$ cat config.mk
export PLATFORM = sky130hd
export DESIGN_NAME = word_prom_emu
export DESIGN_NICKNAME = d
export VERILOG_FILES = /design/src/rtl/word_prom_emu.sv
export SDC_FILE = /design/constraint.sdc
export NUM_CORES = 2
export LEC_CHECK = 0
export BUFFER_PORTS_ARGS = -buffer_cell sky130_fd_sc_hd__buf_2
export CAP_MARGIN = 20
export CELL_PAD_IN_SITES_DETAIL_PLACEMENT = 1
export CELL_PAD_IN_SITES_GLOBAL_PLACEMENT = 1
export CORE_ASPECT_RATIO = 1.2
export CORE_UTILIZATION = 52
export CTS_CLUSTER_DIAMETER = 40
export DETAILED_ROUTE_END_ITERATION = 10
export PLACE_DENSITY_LB_ADDON = 0.1
export SKIP_CTS_REPAIR_TIMING = 1
export SYNTH_ARGS = -nofsm -noshare
export SYNTH_HDL_FRONTEND = slang
export SYNTH_SLANG_ARGS = --single-unit
export TNS_END_PERCENT = 100
$ cat constraint.sdc
create_clock -name clk -period 3.15 [get_ports clk]
set_input_delay 0.4725 -clock clk [delete_from_list [all_inputs] [get_ports clk]]
set_output_delay 0.4725 -clock clk [all_outputs]
set_load 0.01 [all_outputs]
$ cat src/rtl/word_prom_emu.sv
module word_prom_emu #(
  parameter int ADDR_W = 6,
  parameter int DATA_W = 16,
  parameter int LAT_CYC = 1,
  parameter logic [DATA_W-1:0] MFR_CODE = 'h001E,
  parameter logic [DATA_W-1:0] DEV_CODE = 'h00F7
) (
  input  logic              clk,
  input  logic              rst_n,
  input  logic              ce_n,
  input  logic              oe_n,
  input  logic              pgm_n,
  input  logic              vpp_hi,
  input  logic              id_hv,
  input  logic [ADDR_W-1:0] addr,
  input  logic [DATA_W-1:0] din,
  output logic [DATA_W-1:0] dout,
  output logic              dout_en
);

  localparam int DEPTH = 1 << ADDR_W;

  typedef enum logic [2:0] {
    M_STBY, M_INHIB, M_DIS, M_READ, M_IDENT, M_PROG, M_VER
  } mode_t;

  mode_t mode;
  logic [DATA_W-1:0] mem [DEPTH];
  logic              rd_en;
  logic [DATA_W-1:0] rd_word;
  logic [DATA_W-1:0] out_word;

  always_comb begin
    if (ce_n)
      mode = vpp_hi ? M_INHIB : M_STBY;
    else if (vpp_hi) begin
      if (oe_n && !pgm_n)      mode = M_PROG;
      else if (!oe_n && pgm_n) mode = M_VER;
      else                     mode = M_DIS;
    end else if (oe_n)
      mode = M_DIS;
    else
      mode = id_hv ? M_IDENT : M_READ;
  end

  always_ff @(posedge clk or negedge rst_n) begin
    if (!rst_n) begin
      for (int i = 0; i < DEPTH; i++) mem[i] <= '1;
    end else if (mode == M_PROG) begin
      mem[addr] <= mem[addr] & din;
    end
  end

  assign rd_en    = (mode == M_READ) || (mode == M_VER) || (mode == M_IDENT);
  assign rd_word  = (mode == M_IDENT) ? (addr[0] ? DEV_CODE : MFR_CODE) : mem[addr];
  assign out_word = rd_en ? rd_word : '0;

  generate
    if (LAT_CYC == 0) begin : g_comb
      assign dout    = out_word;
      assign dout_en = rd_en;
    end else begin : g_pipe
      logic [DATA_W-1:0] pipe_d [LAT_CYC];
      logic [LAT_CYC-1:0] pipe_e;
      always_ff @(posedge clk or negedge rst_n) begin
        if (!rst_n) begin
          for (int i = 0; i < LAT_CYC; i++) pipe_d[i] <= '0;
          pipe_e <= '0;
        end else begin
          pipe_d[0] <= out_word;
          pipe_e[0] <= rd_en;
          for (int i = 1; i < LAT_CYC; i++) begin
            pipe_d[i] <= pipe_d[i-1];
            pipe_e[i] <= pipe_e[i-1];
          end
        end
      end
      assign dout    = pipe_d[LAT_CYC-1];
      assign dout_en = pipe_e[LAT_CYC-1];
    end
  endgenerate

endmodule

==> out/results.tsv <==
metric	value	unit
outcome	completed	
critical-path-top-delay-family	compound AO/OA/AOI/OAI gates	
synth_top_family_by_area	multiplexers	
fin_tns_setup	0	ps
syn_nets	4126	
clockRootBuffer	clkbuf_16	
totalWireLength	172	mm
finalNonFillerCells	5707	
critPathKind	in2reg	
ant_nets	0	
drv_cap	0	
tightest_slew	980	ps
cp-start-kind	input port	
placedCellCount	5450	
ys_seq_elements	1041	
grt_usage	36.9	%
vias_per_cell	6.34	
p_seq_share	42.6	%
ios	46	
rows	122	
synthMostInstantiatedCell	dfstp_2	
comb_power_share	5.6	%
grt_pass1_wl	260	mm
cpMostUsedCell	buf_4	
vdd_ir_drop_max	433	uV
port_buffers	45	
drt_iter0_drc	2206	
synthArstFlopShare	100	%
synth_top_area_share	55.2	%
switchingPower	7.54	mW
critPathBufInv	3	
critical_path_arrival	3780	ps
drcViolationCount	0	
synthFlopType	dfstp_2	
numCtsBuffers	142	
synth_area_leaders	dfstp_2, mux2_2, o21ai_0, nand2_1, mux2i_1	
p_leak	23.5	nW
p_clk_share	51.8	%
die_w	281	um
die-area	0.0949	mm^2
fin_skew	25.4	ps
cp_cell_sequence	buf_4 > nor2_4 > buf_4 > a221oi_1 > o21ai_0 > a22o_1 > o41a_2 > buf_12 > mux2_2	
htree_levels	4	
slowest_delay	750	ps
synth_cell_type_count	62	
area_delta_synth_final	20.7	%
synth_compound_area_share	12.8	%
wire_per_inst	30.1	um
die_h	337	um
syn-instance-count	4096	
gp_congestion	0.882	
slew_headroom	34.7	%
ys_warn_count	0	
min_period	3120	ps
grt_pass1_vias	40956	
crit_path_end_kind	register	
p_sw_share	23.7	%
grt_start_max_net_pins	81	
totalPowerFinal	31.8	mW
cts_sinks	1041	
multi_input_area	0.0194	mm^2
clk_pin_slew	60	ps
seq_area_frac_synth	56.1	%
cts_buffer_depth	3	
cp_slowest_cell	nor2_4	
rsz0062_at_grt	false	
antenna_found_initial	11	
synthSimpleGateAreaFrac	7.16	%
internal-power	24.2	mW
synth_xor_area_share	0	%
start_util	52.7	%
muxShareOfSynthArea	19.5	%
fmax	321	MHz
register_area	0.0273	mm^2
rrSetupSlack	190	ps
netlist_area	0.0487	mm^2
cp_max_fo	48	
crit_required	3820	ps
hold_class	in2reg	
vias	36189	
tritoncts	built	
insertion_delay	740	ps
yosys-top-cells-count	dfstp_2, mux2_2, nand2_1	
grt-ovfl-total	0	
yosys.area.top_type	dfstp_2	
avgSynthCellArea	11.9	um^2
hold_viol_final	0	
synth_edf_count	0	
dr.pass1.iters	6	
layout-drive-gt1-share	55.2	%
timing.final.crit_share	99.0	%
fp.coreArea	0.0925	mm^2
n_fill_cell	9051	
drv_slew	0	
yosys.area_share.adder	0.0257	%
final_nets	4384	
powerDensity	540	mW/mm^2
hpwl	112	mm
setup_viol	0	
placed cells by master, fill, tap and decap left out, types with 18 or more instances in the layout:
cell type	n
a31oi_1	32
nand2_1	563
inv_1	43
nor2_1	35
o32ai_1	42
o22ai_1	78
a22o_1	21
a221o_1	68
o21ai_0	463
o22a_1	37
clkbuf_16	147
buf_4	347
and3_1	36
nor2b_1	21
a221oi_1	49
a22oi_1	25
dfstp_2	1024
mux2i_1	210
nand3_1	25
clkbuf_8	19
mux4_2	18
mux2_2	619
buf_2	41
o21ai_1	26
buf_12	133
a21oi_1	44
flip-flops by register name, indices dropped and copies added, names as in the netlist:
signal / cells
dout: 16
dout_en: 1
mem: 1024
worst register-to-register path, stage by stage (launching register included):
cell and delay (ps):
dfstp_2 370, mux2_2 260, a221oi_1 470, o22ai_1 170, buf_4 200, a2111o_1 600, o21ai_4 350, buf_12 250
o21ai_0 210
worst paths after layout:
check,start,endpoint,cells past startpoint
setup / recovery,addr[1],mem[242]$_DFFE_PN1P_,9
hold / removal,din[10],mem[618]$_DFFE_PN1P_,4
setup reg to reg,mem[345]$_DFFE_PN1P_,mem[505]$_DFFE_PN1P_,8
hold reg to reg,mem[861]$_DFFE_PN1P_,mem[861]$_DFFE_PN1P_,2
max in group asynchronous,rst_n,mem[915]$_DFFE_PN1P_,2
min in group asynchronous,rst_n,mem[852]$_DFFE_PN1P_,1
cell families (layout without fill, tap and decap cells):
group	count (synthesis)	in the layout
other	0	2
DFF	1041	1041
buffers and inverters	457	826
AOI/OAI and AO/OA	962	962
adders and majority gates	1	1
and+or+nand+nor	785	785
muxes	850	850
cell type report:
class	count	area share, %
well taps	1240	2.64
clock buffers	182	6.79
flip-flops and latches	1041	46.5
clock inverters	73	1.46
repair buffers	524	9.38
inverters	47	0.300
multi-input cells	2598	32.9
diodes	2	0.00851
layer usage:
metal	global-route usage, %	vias to the layer above	share of wire (%)
met5	0	-	0.038
met2	61.7	1216	49
met4	20.1	12	5.4
li1	-	15316	-
met1	44.1	19153	39
met3	8.23	492	6.2
per-stage QoR:
step / setup WS [ps] / util [%] / cell area, um^2 / hold slack, ps
2_1_floorplan: 257 / - / 48700 / 177
3_3_place_gp: -481 / 58.3 / 53900 / 448
3_5_place_dp: -601 / 58.3 / 53900 / 461
4_1_cts: 152 / 63.5 / 58800 / 233
5_1_grt: 76.9 / 63.5 / 58800 / 283
6_report: 32.6 / 63.5 / 58800 / 282
power groups by stage:
stage	logic, mW	registers (mW)	clock network (mW)
6_report	1.79	13.5	16.5
5_1_grt	1.86	13.5	17.2
4_1_cts	1.76	13.5	16.6
3_5_place_dp	1.74	13.7	0
3_3_place_gp	1.69	13.7	0
2_1_floorplan	0.686	13.7	0
(Power assumes the default switching activity.)
